--- config.mk ---
export PLATFORM = sky130hd
export DESIGN_NAME = irq_cmd_port
export DESIGN_NICKNAME = d
export VERILOG_FILES = /design/src/rtl/irq_port_pkg.sv /design/src/rtl/irq_init_seq.sv /design/src/rtl/irq_cmd_decode.sv /design/src/rtl/irq_trig_reg.sv /design/src/rtl/irq_cmd_port.sv
export SDC_FILE = /design/constraint.sdc
export NUM_CORES = 1
export LEC_CHECK = 0
export ABC_AREA = 1
export BUFFER_PORTS_ARGS = -buffer_cell sky130_fd_sc_hd__buf_2
export CAP_MARGIN = 20
export CORE_MARGIN = 3
export CORE_UTILIZATION = 52
export CTS_BUF_LIST = sky130_fd_sc_hd__clkbuf_16
export DETAILED_ROUTE_END_ITERATION = 7
export GPL_TIMING_DRIVEN = 0
export PLACE_DENSITY = 0.86
export RECOVER_POWER = 50
export SLEW_MARGIN = 20
export SYNTH_ARGS = -nofsm -noshare
export SYNTH_HDL_FRONTEND = slang
export SYNTH_HIERARCHICAL = 1
export SYNTH_SLANG_ARGS = --single-unit
--- constraint.sdc ---
create_clock -name clk -period 3.9 [get_ports clk]
set_input_delay 0.195 -clock clk [delete_from_list [all_inputs] [get_ports clk]]
set_output_delay 0.195 -clock clk [all_outputs]
set_load 0.01 [all_outputs]
--- src/rtl/irq_port_pkg.sv ---
package irq_port_pkg;
   // setup sequence position
   typedef enum logic [1:0] {
      SEQ_RUN  = 2'd0,
      SEQ_VEC  = 2'd1,
      SEQ_SKIP = 2'd2,
      SEQ_MODE = 2'd3
   } seq_e;

   // data bit positions that the decoders rely on
   localparam int B_START  = 4;
   localparam int B_MODE   = 3;
   localparam int B_POLL   = 2;
   localparam int B_RSEL_E = 1;
   localparam int B_RSEL_V = 0;
   localparam int B_SM_E   = 6;
   localparam int B_SM_V   = 5;

   // command codes in bits 7:5
   localparam logic [2:0] C_ROT0  = 3'd0;
   localparam logic [2:0] C_NSEOI = 3'd1;
   localparam logic [2:0] C_NOP   = 3'd2;
   localparam logic [2:0] C_SEOI  = 3'd3;
   localparam logic [2:0] C_ROT1  = 3'd4;
   localparam logic [2:0] C_RNEOI = 3'd5;
   localparam logic [2:0] C_SPRIO = 3'd6;
   localparam logic [2:0] C_RSEOI = 3'd7;
endpackage

--- src/rtl/irq_init_seq.sv ---
module irq_init_seq
   import irq_port_pkg::*;
#(
   parameter int DW = 8
) (
   input  logic          clk,
   input  logic          rst_n,
   input  logic          wr_en,
   input  logic          addr,
   input  logic [DW-1:0] wdata,
   output logic          init_hit,
   output logic          mask_load,
   output seq_e          state,
   output logic [DW-1:0] vec_base,
   output logic          nested,
   output logic          aeoi,
   output logic          cfg_err
);
   localparam int LINE_W = $clog2(DW);

   logic need4;

   assign init_hit  = wr_en & ~addr & wdata[B_START];
   assign mask_load = wr_en & addr & (state == SEQ_RUN);

   always_ff @(posedge clk or negedge rst_n) begin
      if (!rst_n) begin
         state    <= SEQ_RUN;
         need4    <= 1'b0;
         vec_base <= '0;
         nested   <= 1'b0;
         aeoi     <= 1'b0;
         cfg_err  <= 1'b0;
      end else if (init_hit) begin
         state    <= SEQ_VEC;
         need4    <= wdata[0];
         vec_base <= '0;
         nested   <= 1'b0;
         aeoi     <= 1'b0;
         cfg_err  <= wdata[1] | wdata[3];
      end else if (wr_en && addr) begin
         case (state)
            SEQ_VEC: begin
               vec_base <= {wdata[DW-1:LINE_W], {LINE_W{1'b0}}};
               state    <= SEQ_SKIP;
            end
            SEQ_SKIP: state <= need4 ? SEQ_MODE : SEQ_RUN;
            SEQ_MODE: begin
               nested <= wdata[4];
               aeoi   <= wdata[1];
               state  <= SEQ_RUN;
            end
            default: state <= SEQ_RUN;
         endcase
      end
   end
endmodule

--- src/rtl/irq_cmd_decode.sv ---
module irq_cmd_decode
   import irq_port_pkg::*;
#(
   parameter int DW = 8,
   localparam int LINE_W = $clog2(DW)
) (
   input  logic              clk,
   input  logic              rst_n,
   input  logic              wr_en,
   input  logic              rd_en,
   input  logic              addr,
   input  logic [DW-1:0]     wdata,
   input  logic              init_hit,
   input  logic [DW-1:0]     svc_set,
   input  logic              top_svc_valid,
   input  logic [LINE_W-1:0] top_svc_line,
   output logic [DW-1:0]     isr,
   output logic [LINE_W-1:0] prio_base,
   output logic              rot_aeoi,
   output logic              rsel_isr,
   output logic              poll,
   output logic              smask
);
   logic              cmd_wr, mode_wr;
   logic [2:0]        code;
   logic [LINE_W-1:0] wline;
   logic [DW-1:0]     clr;
   logic              prio_ld;
   logic [LINE_W-1:0] prio_nxt;

   assign cmd_wr  = wr_en & ~addr & ~wdata[B_START] & ~wdata[B_MODE];
   assign mode_wr = wr_en & ~addr & ~wdata[B_START] &  wdata[B_MODE];
   assign code    = wdata[DW-1:DW-3];
   assign wline   = wdata[LINE_W-1:0];

   always_comb begin
      clr      = '0;
      prio_ld  = 1'b0;
      prio_nxt = prio_base;
      if (cmd_wr) begin
         case (code)
            C_NSEOI: if (top_svc_valid) clr[top_svc_line] = 1'b1;
            C_RNEOI: if (top_svc_valid) begin
               clr[top_svc_line] = 1'b1;
               prio_ld  = 1'b1;
               prio_nxt = top_svc_line + 1'b1;
            end
            C_SEOI: clr[wline] = 1'b1;
            C_SPRIO: begin
               prio_ld  = 1'b1;
               prio_nxt = wline + 1'b1;
            end
            C_RSEOI: begin
               clr[wline] = 1'b1;
               prio_ld  = 1'b1;
               prio_nxt = wline + 1'b1;
            end
            default: ;
         endcase
      end
   end

   always_ff @(posedge clk or negedge rst_n) begin
      if (!rst_n) begin
         isr       <= '0;
         prio_base <= '0;
         rot_aeoi  <= 1'b0;
         rsel_isr  <= 1'b0;
         poll      <= 1'b0;
         smask     <= 1'b0;
      end else if (init_hit) begin
         isr       <= '0;
         prio_base <= '0;
         rot_aeoi  <= 1'b0;
         rsel_isr  <= 1'b0;
         poll      <= 1'b0;
         smask     <= 1'b0;
      end else begin
         isr <= (isr & ~clr) | svc_set;
         if (prio_ld) prio_base <= prio_nxt;
         if (cmd_wr && (code == C_ROT0 || code == C_ROT1))
            rot_aeoi <= wdata[DW-1];
         if (mode_wr && wdata[B_RSEL_E]) rsel_isr <= wdata[B_RSEL_V];
         if (mode_wr && wdata[B_SM_E])   smask    <= wdata[B_SM_V];
         if (mode_wr && wdata[B_POLL])   poll     <= 1'b1;
         else if (rd_en)                 poll     <= 1'b0;
      end
   end
endmodule

--- src/rtl/irq_trig_reg.sv ---
module irq_trig_reg #(
   parameter int DW        = 8,
   parameter bit IS_MASTER = 1'b1
) (
   input  logic          clk,
   input  logic          rst_n,
   input  logic          init_hit,
   input  logic          trig_wr,
   input  logic [DW-1:0] trig_wdata,
   output logic [DW-1:0] trig_q
);
   logic [DW-1:0] keep;

   generate
      if (IS_MASTER) begin : g_primary
         assign keep = DW'(8'hF8);
      end else begin : g_cascade
         assign keep = DW'(8'hDE);
      end
   endgenerate

   always_ff @(posedge clk or negedge rst_n) begin
      if (!rst_n)        trig_q <= '0;
      else if (init_hit) trig_q <= '0;
      else if (trig_wr)  trig_q <= trig_wdata & keep;
   end
endmodule

--- src/rtl/irq_cmd_port.sv ---
module irq_cmd_port
   import irq_port_pkg::*;
#(
   parameter int DW        = 8,
   parameter bit IS_MASTER = 1'b1,
   localparam int LINE_W   = $clog2(DW)
) (
   input  logic              clk,
   input  logic              rst_n,
   input  logic              wr_en,
   input  logic              rd_en,
   input  logic              addr,
   input  logic [DW-1:0]     wdata,
   output logic [DW-1:0]     rdata,
   input  logic              trig_wr,
   input  logic [DW-1:0]     trig_wdata,
   output logic [DW-1:0]     trig_q,
   input  logic [DW-1:0]     req_in,
   input  logic [DW-1:0]     svc_set,
   input  logic              top_svc_valid,
   input  logic [LINE_W-1:0] top_svc_line,
   input  logic [DW-1:0]     poll_word,
   output logic [DW-1:0]     mask_q,
   output logic [DW-1:0]     isr_q,
   output logic [DW-1:0]     vec_base,
   output logic [LINE_W-1:0] prio_base,
   output logic              nested_q,
   output logic              auto_eoi_q,
   output logic              rot_aeoi_q,
   output logic              smask_q,
   output logic              init_busy,
   output logic              cfg_err
);
   generate
      if (DW != 8) begin : g_bad_width
         $error("irq_cmd_port: command fields assume eight lines");
      end
   endgenerate

   seq_e seq_state;
   logic init_hit, mask_load, rsel_isr, poll_q;

   irq_init_seq #(.DW(DW)) u_seq (
      .clk(clk), .rst_n(rst_n), .wr_en(wr_en), .addr(addr), .wdata(wdata),
      .init_hit(init_hit), .mask_load(mask_load), .state(seq_state),
      .vec_base(vec_base), .nested(nested_q), .aeoi(auto_eoi_q),
      .cfg_err(cfg_err)
   );

   irq_cmd_decode #(.DW(DW)) u_cmd (
      .clk(clk), .rst_n(rst_n), .wr_en(wr_en), .rd_en(rd_en), .addr(addr),
      .wdata(wdata), .init_hit(init_hit), .svc_set(svc_set),
      .top_svc_valid(top_svc_valid), .top_svc_line(top_svc_line),
      .isr(isr_q), .prio_base(prio_base), .rot_aeoi(rot_aeoi_q),
      .rsel_isr(rsel_isr), .poll(poll_q), .smask(smask_q)
   );

   irq_trig_reg #(.DW(DW), .IS_MASTER(IS_MASTER)) u_trig (
      .clk(clk), .rst_n(rst_n), .init_hit(init_hit), .trig_wr(trig_wr),
      .trig_wdata(trig_wdata), .trig_q(trig_q)
   );

   always_ff @(posedge clk or negedge rst_n) begin
      if (!rst_n)         mask_q <= '0;
      else if (init_hit)  mask_q <= '0;
      else if (mask_load) mask_q <= wdata;
   end

   assign init_busy = (seq_state != SEQ_RUN);

   always_comb begin
      if (poll_q)        rdata = poll_word;
      else if (addr)     rdata = mask_q;
      else if (rsel_isr) rdata = isr_q;
      else               rdata = req_in;
   end
endmodule

; ---- Word-level counts from Yosys, hierarchy flattened
; Index checks and enable logic that the tools add are counted.
[classes]
n_mul = 0
n_lt_le_gt_ge = 4
muxes = 45
n_eq_ne = 10
shifts = 0
add_sub_neg = 2
reduce_logical = 29
bitwise_logic = 14
div_mod_pow = 0
[op_table]
columns = operator, count
row1 = 8-bit 2-to-1 mux, 13
row2 = 2-bit nonzero test, 11
row3 = 1-bit 2-to-1 mux, 19
row4 = 8-bit case mux with 2 select lines, 1
row5 = 3-bit == test (second input constant), 4
row6 = 3-bit 2-to-1 mux, 4
row7 = 8-bit AND, 1
row8 = 3-bit by 4-bit less-than comparator with 1-bit output (second input constant), 2
row9 = 8-bit NOT, 1
row10 = 8-bit bitwise OR, 1
row11 = 1-bit AND, 7
row12 = 1-bit logical AND, 7
row13 = 3-bit by 1-bit adder with 3-bit output (second input constant), 2
row14 = 1-bit demux with 3-bit select, 2
row15 = 3-bit by 1-bit >= comparator with 1-bit output (second input constant), 2
row16 = 2-bit 2-to-1 mux, 3
row17 = 3-bit case mux with 2 select lines, 1
row18 = 3-bit nonzero test, 2
row19 = 2-bit OR reduction, 3
row20 = 2-bit == test (second input constant), 2
row21 = 2-bit case mux with 2 select lines, 1
row22 = 2-bit AND reduction, 2
row23 = 4-bit AND reduction, 1
row24 = 3-bit by 1-bit == test with 1-bit output (second input constant), 1
row25 = other kinds (9), 11
[totals]
rom_bits = 0
inputBits = 50
latch_bits = 0
register_bits = 45
output_inout_bits = 49
mem_bits_rw = 0
n_memories = 0
word_cells = 118

; ---- Depth between registers and ports, before layout
; Gate-level depths: netlist of the first run.
[depth]
depth_word = 11
mapped_depth = 9
depth_no_buf = 9

; ---- Modules after synthesis
; Netlist of the first run, hierarchy kept.
[by_module_without_submodules]
columns = mod, cells_each, seq_area_each_um2, area_per_inst_um2, instances
row1 = irq_cmd_decode, 143, 375.4, 939.7, 1
row2 = irq_cmd_port, 99, 200.2, 636.9, 1
row3 = irq_init_seq, 70, 275.3, 583.1, 1
row4 = irq_trig_reg, 26, 125.1, 229.0, 1

; ---- Least setup slack after synthesis of the first run
; Ideal clock, no wire load.
[synth_timing]
kind = register to register
from = register u_seq.state[0]
to = register mask_q[0]
path_buffers = 2
slack_ps = 2567
path_stages_with_launch = 9
arrival_time_ps = 1259
synth_period_minus_slack_ps = 1333
required_ps = 3826
setup_time_ps = 74
path_cell_list = dfrtp_1 inv_1 ha_1 inv_1 nor2_1 buf_6 or2_1 buf_6 o21ai_2
[synth_between]
elab_chain_cells = 3
[synth_lines]
columns = element, line
row1 = "start, declared", irq_init_seq.sv:13  ; output seq_e state,
row2 = "start signal, assigned", irq_init_seq.sv:47  ; SEQ_SKIP: state <= need4 ? SEQ_MODE : SEQ_RUN;
row3 = 2-bit logical NOT, irq_init_seq.sv:24  ; assign mask_load = wr_en & addr & (state == SEQ_RUN);
row4 = 1-bit AND, irq_init_seq.sv:24
row5 = via mask_load, irq_cmd_port.sv:41  ; logic init_hit, mask_load, rsel_isr, poll_q;
row6 = 2-bit nonzero test (no source line), --
row7 = "end signal, assigned", irq_cmd_port.sv:66  ; else if (mask_load) mask_q <= wdata;
row8 = "end, declared", irq_cmd_port.sv:23  ; output logic [DW-1:0] mask_q,
; The timed path passes the listed nets, and every way through them passes these cells.
; A chain may end at the register's enable or synchronous reset.

==> metrics.cfg, run 1 <==
[outcome]
outcome = finished with violations
violations = capacitance limit, slew limit

[final_layout]
fin_util_pct = 69.5
fin_nets = 493
antenna_cells = 0
postLayoutCellArea_mm2 = 0.00305
area_growth_syn_to_layout_pct = 27.7
layout_commonest_cell = nand2_1
final_layout_size_suffix_gt1_share_pct = 26.9
final_cell_mix = 124 x nand2_1, 76 x buf_2, 44 x nand3_1

[synth]
yosys_register_bits = 39
ys_types = 26
netlist_instances = 338
synth_area_mm2 = 0.00239
synth_warnings = 6
synth_top_cell_by_area = dfrtp_1
synth.area.top_cells = dfrtp_1 41%, nand2_1 19%, nand3_1 9.0%
synth_top_area_share_pct = 40.9
synth_seq_area_share_pct = 40.9
avgSynthCellArea_um2 = 7.07

[worst_setup_path]
crit_chain = clkbuf_1
required_ns = 3.87
slowest_delay_ns = 1.45
critPathMaxFanout = 39
crit_buf_inv = 1
path_delay_family = buffers and inverters
end_kind = asynchronous set/reset pin
cp.arrival_ns = 1.66
crit_slowest_cell = clkbuf_1
cp-start-kind = primary input
crit_type = primary input to asynchronous set/reset pin

[detailed_routing]
routed_wl_mm = 6.35
drc_errors = 0
viasPerCell = 5.12
drtAntennaViolNets = 0
wire_per_inst_um = 12.9
drt-initial-drc-count = 277
vias = 2512
firstDrtPassIters = 5

[clock_tree]
clockBufferDepth = 2
cts.repair.resized = 0
cts_buffers = 5
clk_pin_slew_worst_paths_ns = 0.05
cts.sinks = 39
clk_latency_ns = 0.28
htree_num_levels = 2
cts_tree = yes
root_buffer = clkbuf_16
cts_setup_buffers = 0
hold_buffers = 0

[global_route]
grt_pass1_vias = 2277
grt_overflow_total = 0
grt_use_total_pct = 23.8
grt_max_degree = 40
antenna_found_initial = 0
grt_pass1_wl_mm = 9.96

[hold_path]
min_path_type = primary input to register

[timing]
max_freq_ghz = 0.592
min_period_over_period_pct = 43.3
setup_tns_ns = 0
setup_violations = 0
worst_pin_slew_ns = 2.07
fin_crit_ns = 1.69
timing.hold.ws_ns = 0.147
final-max-slew-violation-count = 40
finClkSkew_ns = 0.00369
rsz0062_at_grt = false
hold_violations = 0
relSlewSlack_pct = -37.7

[die]
die_y_um = 73.8
die_area_mm2 = 0.00544
core_area_mm2 = 0.00438
start_util_pct = 54.5
row_count = 24
num_io_pins = 99
die_x_um = 73.8

[placed_design]
place.gp.congestion = 0.881
placement.cell_area_mm2 = 0.00291
dp_hpwl_mm = 4.74
port-buffer-count = 89

[power_and_ir_drop]
power_density_mw_per_mm2 = 415
irDropWorstVdd_mv = 0.299
finalPower_mw = 1.27
leakagePower_nw = 1.75

[flow_run]
drv_cap = 1

==> final cells by class <==
cell class / count / area [um2]
Sequential cell: 39 / 976
Buffer: 14 / 103
Clock buffer: 5 / 125
Fill cell: 388 / 1340
Multi-Input combinational cell: 243 / 1140
Tap cell: 52 / 65.1
Clock inverter: 3 / 38.8
Timing Repair Buffer: 89 / 425
Inverter: 46 / 173
==> synth_stat cells, drive strengths merged <==
| master | n |
|---|---|
| a21oi | 19 |
| buf | 12 |
| clkbuf | 2 |
| clkinv | 1 |
| conb | 2 |
| dfrtp | 39 |
| ha | 5 |
| inv | 45 |
| nand2 | 126 |
| nand3 | 46 |
| nor2 | 21 |
| o21a | 1 |
| o21ai | 15 |
| o31ai | 2 |
| or2 | 2 |
==> power breakdown <==
part	internal, mW	switching [mW]
sequential	0.460	0.0347
combinational	0.127	0.194
clock	0.298	0.152
==> through the flow <==
| step | std cells | setup slack, ns |
|---|---|---|
| after global routing | 491 | 1.75 |
| final | 491 | 2.21 |
| after global placement | 483 | 2.46 |
| after floorplan | 342 | 2.57 |
| after CTS | 491 | 2.29 |
| after detailed placement | 483 | 2.41 |
==> registers in the layout, summed over array words and instances, names as in the netlist <==
name,flops
u_cmd/isr,8
mask_q,8
u_cmd/rsel_isr,1
u_seq/vec_base,5
u_cmd/smask,1
u_cmd/rot_aeoi,1
u_trig/trig_q,5
u_cmd/prio_base,3
u_seq/need4,1
u_seq/nested,1
u_seq/cfg_err,1
u_seq/aeoi,1
u_seq/state,2
u_cmd/poll,1
==> metal layers <==
metal  global-route usage (%)  wire, um  share of wire, %
met3                     4.24       399               6.3
met1                     31.0      2690                42
met5                        0         0                 0
met2                     38.3      3120                49
met4                     11.1       145               2.3
==> final timing paths <==
path / slack [ns] / start / end / cells past startpoint
max: 2.21 / rst_n / u_cmd/isr[5] / 1
min: 0.15 / svc_set[6] / u_cmd/isr[6] / 3
max reg2reg: 2.45 / u_seq/state[0] / mask_q[4] / 8
min reg2reg: 0.47 / u_trig/trig_q[7] / u_trig/trig_q[7] / 2
max in group clk: 2.28 / u_cmd/rsel_isr / rdata[4] / 7
min in group asynchronous: 0.50 / rst_n / u_seq/vec_base[3] / 1
==> logic make-up (layout without fill, tap and decap cells) <==
logic type | count (synthesis) | after routing | synth area share (%)
simple gates | 195 | 195 | 35.0
buf+inv | 60 | 157 | 11.5
flops | 39 | 39 | 40.9
compound gates | 37 | 37 | 9.64
fa+ha+maj | 5 | 5 | 2.62
other cells | 2 | 6 | 0.314
No activity file was read; power rests on OpenSTA's default activity.
==> run 2, diff against run 1 <==
--- a/config.mk
+++ b/config.mk
@@ -5,15 +5,15 @@
 export SDC_FILE = /design/constraint.sdc
 export NUM_CORES = 1
 export LEC_CHECK = 0
-export ABC_AREA = 1
+export ABC_AREA = 0
 export BUFFER_PORTS_ARGS = -buffer_cell sky130_fd_sc_hd__buf_2
 export CAP_MARGIN = 20
 export CORE_MARGIN = 3
-export CORE_UTILIZATION = 52
+export CORE_UTILIZATION = 44
 export CTS_BUF_LIST = sky130_fd_sc_hd__clkbuf_16
 export DETAILED_ROUTE_END_ITERATION = 7
 export GPL_TIMING_DRIVEN = 0
-export PLACE_DENSITY = 0.86
+export PLACE_DENSITY = 0.77
 export RECOVER_POWER = 50
 export SLEW_MARGIN = 20
 export SYNTH_ARGS = -nofsm -noshare
==> constraint.sdc (replaced) <==
create_clock -name clk -period 1.5 [get_ports clk]
set_input_delay 0.075 -clock clk [delete_from_list [all_inputs] [get_ports clk]]
set_output_delay 0.075 -clock clk [all_outputs]
set_load 0.01 [all_outputs]
==> metrics.cfg, run 2 <==
[die]
row_count = 26
die_area_mm2 = 0.00633
core_area_mm2 = 0.00517
die_y_um = 79.6
start_util_pct = 46.0
num_io_pins = 99
die_x_um = 79.6

[synth]
synth_top_area_share_pct = 41.0
avgSynthCellArea_um2 = 9.60
ys_top_cells_by_count = 39 x dfrtp_1, 26 x nor2_1, 24 x mux2i_1
synth_top_cell_by_area = dfrtp_1
netlist_instances = 248
ys_types = 49
synth_edf_count = 0
yosysMostFrequentCell = dfrtp_1
synthFlopType = dfrtp_1
synth_warnings = 6
synth.area.top_cells = dfrtp_1 41%, mux2i_1 10%, nor2_1 4.1%
synth_seq_area_share_pct = 41.0
synth_area_mm2 = 0.00238
async_reset_ff_share_pct = 100
yosys_register_bits = 39

[timing]
timing.hold.ws_ns = 0.0369
finClkSkew_ns = 0.00260
max_freq_ghz = 0.654
fin_crit_ns = 1.53
setup_violations = 1
worst_pin_slew_ns = 0.996
min_period_over_period_pct = 102
hold_violations = 0
setup_slack_ns = -0.0284
relSlewSlack_pct = 33.6
rsz0062_at_grt = true
final-max-slew-violation-count = 0
setup_tns_ns = -0.0284

[final_layout]
postLayoutCellArea_mm2 = 0.00313
antenna_cells = 0
multi_input_area_mm2 = 0.00126
final_cell_mix = 57 x buf_2, 38 x dfrtp_1, 36 x clkbuf_1
layout_commonest_cell = buf_2
instances_no_fill = 424
fin_nets = 408
reg_top3 = mask_q: 8 flops, u_cmd/isr: 8 flops
area_growth_syn_to_layout_pct = 31.5
regArea_um2 = 977
nFillCells = 469
final_layout_size_suffix_gt1_share_pct = 28.5

[detailed_routing]
routed_wl_mm = 6.55
firstDrtPassIters = 4
drtAntennaViolNets = 0
drc_errors = 0
viasPerCell = 5.26
vias = 2230
drt-initial-drc-count = 136
wire_per_inst_um = 15.4

[flow_run]
drv_cap = 0

[clock_tree]
root_buffer = clkbuf_16
clockBufferDepth = 2
clk_latency_ns = 0.28
cts.sinks = 39
cts_tree = yes
cts_buffers = 5
clk_pin_slew_worst_paths_ns = 0.06
htree_num_levels = 2

[global_route]
grt_pass1_wl_mm = 10.5
grt_overflow_total = 0
grt_use_total_pct = 21.4
grt_max_degree = 40
antenna_found_initial = 0
grt_pass1_vias = 2190

[placed_design]
dp_hpwl_mm = 4.90
dp.cells = 410
placement.cell_area_mm2 = 0.00292
place.gp.congestion = 0.866
port-buffer-count = 88

[worst_setup_path]
crit_slowest_cell = dfrtp_1
cp-start-kind = register
end_kind = primary output
required_ns = 1.42
crit_chain = buf_6 -> mux2i_2 -> a221oi_2 -> buf_2
cp.arrival_ns = 1.45
critPathMaxFanout = 8
crit_type = register to primary output
slowest_delay_ns = 0.39

[power_and_ir_drop]
finalPower_mw = 3.47
leakagePower_nw = 1.43
power_density_mw_per_mm2 = 1110
irDropWorstVdd_mv = 0.621

[hold_path]
min_path_type = primary input to register

[outcome]
outcome = finished with violations
violations = setup timing

-- run 2: cell count changes after synthesis, moves of 10 or more --
cell	delta
nand2_1	-115
nor2_1	+10
mux2i_1	+24
a211oi_1	+12
nand3_1	-30
a21oi_1	-12
inv_1	-25
-- run 2: kinds of logic after synthesis --
logic type | after synthesis | synth area share (%)
other | 2 | 0.315
multiplexers | 27 | 11.7
buffers and inverters | 34 | 7.67
AND/OR/NAND/NOR | 91 | 21.5
flip-flops | 39 | 41.0
AO/OA/AOI/OAI | 49 | 14.9
XOR/XNOR | 1 | 0.368
adder cells (fa/ha/maj) | 5 | 2.63
-- run 2: layer usage --
| metal | track usage, % | vias up | share of wire (%) |
|---|---|---|---|
| met4 | 7.22 | 0 | 1.6 |
| met1 | 27.6 | 1047 | 44 |
| met2 | 35.6 | 87 | 47 |
| met3 | 4.63 | 9 | 7.1 |
| li1 | - | 1087 | - |
| met5 | 0 | - | 0 |
-- run 2: layout make-up --
type | count | share of cell area (%)
multi-input cells | 179 | 40.2
flip-flops and latches | 39 | 31.2
repair buffers | 95 | 14.5
plain buffers | 19 | 4.28
clock buffers | 5 | 4.00
well taps | 70 | 2.80
inverters | 14 | 1.68
clock inverters | 3 | 1.40
-- run 2: critical path: cells and delay by family (launching register included) --
kind	cells	cell delay [ns]
compound gates	1	0.27
buf+inv	2	0.33
flops	1	0.39
mux	1	0.17
-- run 2: final timing paths --
| path | slack (ns) | endpoint | start | cells after the start |
|---|---|---|---|---|
| max | -0.03 | rdata[5] | u_cmd/rsel_isr | 4 |
| min | 0.04 | u_cmd/isr[0] | svc_set[0] | 3 |
| max reg2reg | 0.09 | mask_q[7] | u_seq/state[0] | 6 |
| min reg2reg | 0.51 | u_seq/cfg_err | u_seq/cfg_err | 2 |
| max in group asynchronous | 0.33 | u_cmd/poll | rst_n | 2 |
| min in group asynchronous | 0.49 | u_cmd/prio_base[0] | rst_n | 2 |
-- run 2: where the power goes --
| part | internal [mW] | leakage [nW] | switching, mW |
|---|---|---|---|
| logic | 0.401 | 0.864 | 0.513 |
| registers | 1.22 | 0.479 | 0.140 |
| clock network | 0.783 | 0.0838 | 0.412 |
-- run 2: repair_timing --
item / 4_1_cts / 5_1_grt
endpoints found under the hold margin: 39 / 0
resized for setup: 6 / 5
setup endpoints to repair: 18 / 23
pin swaps: 1 / 5
hold buffers: 1 / 0
buffers inserted: 4 / 2
-- run 2: through the flow --
stage               utilization, %  worst slack [ns]
CTS                           61.0           -0.0364
global route                  60.5           -0.0929
global placement              56.5            -0.313
detailed placement            56.5            -0.335
floorplan                        -             0.148
finish                        60.5           -0.0284
==> run 3, diff against run 2 <==
--- a/config.mk
+++ b/config.mk
@@ -8,6 +8,7 @@
 export ABC_AREA = 0
 export BUFFER_PORTS_ARGS = -buffer_cell sky130_fd_sc_hd__buf_2
 export CAP_MARGIN = 20
+export CORE_ASPECT_RATIO = 1.4
 export CORE_MARGIN = 3
 export CORE_UTILIZATION = 44
 export CTS_BUF_LIST = sky130_fd_sc_hd__clkbuf_16
==> metrics.cfg, run 3 (same netlist as run 2, synthesis figures left out) <==
[clock_tree]
clk_pin_slew_worst_paths_ns = 0.06
htree_num_levels = 2
clk_latency_ns = 0.28
root_buffer = clkbuf_16
cts.sinks = 39
cts_tree = yes
cts_buffers = 5
clockBufferDepth = 2

[die]
start_util_pct = 45.8
die_y_um = 93.0
die_x_um = 68.2
row_count = 31
core_area_mm2 = 0.00520
die_area_mm2 = 0.00634
num_io_pins = 99

[detailed_routing]
drc_errors = 0
vias = 2250
viasPerCell = 5.40
drt-initial-drc-count = 106
wire_per_inst_um = 15.9
firstDrtPassIters = 4
drtAntennaViolNets = 0
routed_wl_mm = 6.63

[timing]
hold_violations = 0
min_period_over_period_pct = 98.3
rsz0062_at_grt = true
max_freq_ghz = 0.678
relSlewSlack_pct = 40.3
timing.hold.ws_ns = 0.0248
worst_pin_slew_ns = 0.896
finClkSkew_ns = 0.00277
setup_violations = 0
setup_tns_ns = 0
fin_crit_ns = 1.47
setup_slack_ns = 0.0252
final-max-slew-violation-count = 0

[global_route]
grt_overflow_total = 0
antenna_found_initial = 0
grt_pass1_wl_mm = 10.1
grt_use_total_pct = 20.9
grt_pass1_vias = 2037
grt_max_degree = 40

[hold_path]
min_path_type = primary input to register

[power_and_ir_drop]
irDropWorstVdd_mv = 0.532
power_density_mw_per_mm2 = 1110
finalPower_mw = 3.47
leakagePower_nw = 1.41

[worst_setup_path]
cp-startpoint = u_cmd/poll
path_delay_family = flip-flops
slowest_delay_ns = 0.45
cp-start-kind = register
timing.rr.start = u_seq/state[1]
critPathMaxFanout = 5
crit_slowest_cell = dfrtp_2
r2r_cells = 6
cp.arrival_ns = 1.40
required_ns = 1.42
path_depth = 4
crit_type = register to primary output
crit_buf_inv = 2
end_kind = primary output
r2r_setup_slack_ns = 0.07
rr_endpoint = mask_q[4]
crit_chain = buf_4 -> nor2b_1 -> a211oi_1 -> buf_2
cp-endpoint = rdata[0]

[placed_design]
dp.cells = 406
dp_worst_setup_slack_ns = -0.319
place.gp.congestion = 0.907
dp_hpwl_mm = 4.85
port-buffer-count = 88
placement.cell_area_mm2 = 0.00292

[final_layout]
instances_no_fill = 417
area_growth_syn_to_layout_pct = 30.6
postLayoutCellArea_mm2 = 0.00311
antenna_cells = 0
final_cell_mix = 59 x buf_2, 38 x dfrtp_1, 35 x clkbuf_1
layout_commonest_cell = buf_2
fin_util_pct = 59.8
final_layout_size_suffix_gt1_share_pct = 29.1
fin_nets = 405
reg_top3 = mask_q: 8 flops, u_cmd/isr: 8 flops

[outcome]
outcome = finished clean

[flow_run]
drv_cap = 0

==> run 3: cell types whose count changed in the layout (fill, tap and decap cells not counted), sizes merged <==
cell | previous run | this run
clkbuf | 43 | 41
buf | 75 | 74
==> run 3: per-layer routing <==
metal / GRT usage [%] / up-vias / share of wire [%]
met1: 26.5 / 1079 / 40
met3: 3.00 / 11 / 6.7
li1: - / 1074 / -
met2: 35.6 / 86 / 51
met4: 6.80 / 0 / 1.7
met5: 0 / - / 0
==> run 3: cell type report <==
cell class,instances,area [um2]
Fill cell,484,2090
Multi-Input combinational cell,179,1270
Sequential cell,39,977
Timing Repair Buffer,92,432
Buffer,19,134
Clock buffer,5,125
Tap cell,66,82.6
Inverter,14,52.6
Clock inverter,3,38.8
==> run 3: worst min path at each step <==
| stage | from | to | slack, ns | cells after the start |
|---|---|---|---|---|
| 6_report | svc_set[0] | u_cmd/isr[0] | 0.02 | 3 |
| 5_1_grt | svc_set[0] | u_cmd/isr[0] | 0.04 | 3 |
| 4_1_cts | svc_set[5] | u_cmd/isr[5] | 0.02 | 3 |
| 3_5_place_dp | rst_n | u_seq/nested | 0.25 | 1 |
| 3_3_place_gp | rst_n | u_seq/vec_base[4] | 0.24 | 1 |
| 2_1_floorplan | rst_n | mask_q[0] | -0.22 | 0 |
==> run 3: worst min-delay path, stage by stage <==
cell,delay (ns)
buf_2,0.09
inv_1,0.04
a21oi_1,0.05
==> run 3: what timing repair did <==
| action | 4_1_cts | 5_1_grt |
|---|---|---|
| hold endpoints to repair | 39 | 0 |
| hold buffers | 1 | 0 |
| pin swaps | 0 | 4 |
| endpoints found under the setup margin | 23 | 23 |
| gates resized for setup | 4 | 11 |
| setup buffers | 0 | 3 |
==> run 3: report_power, final <==
| part | internal, mW | switching, mW |
|---|---|---|
| combinational | 0.402 | 0.519 |
| sequential | 1.22 | 0.142 |
| clock | 0.775 | 0.407 |
| total | 2.40 | 1.07 |
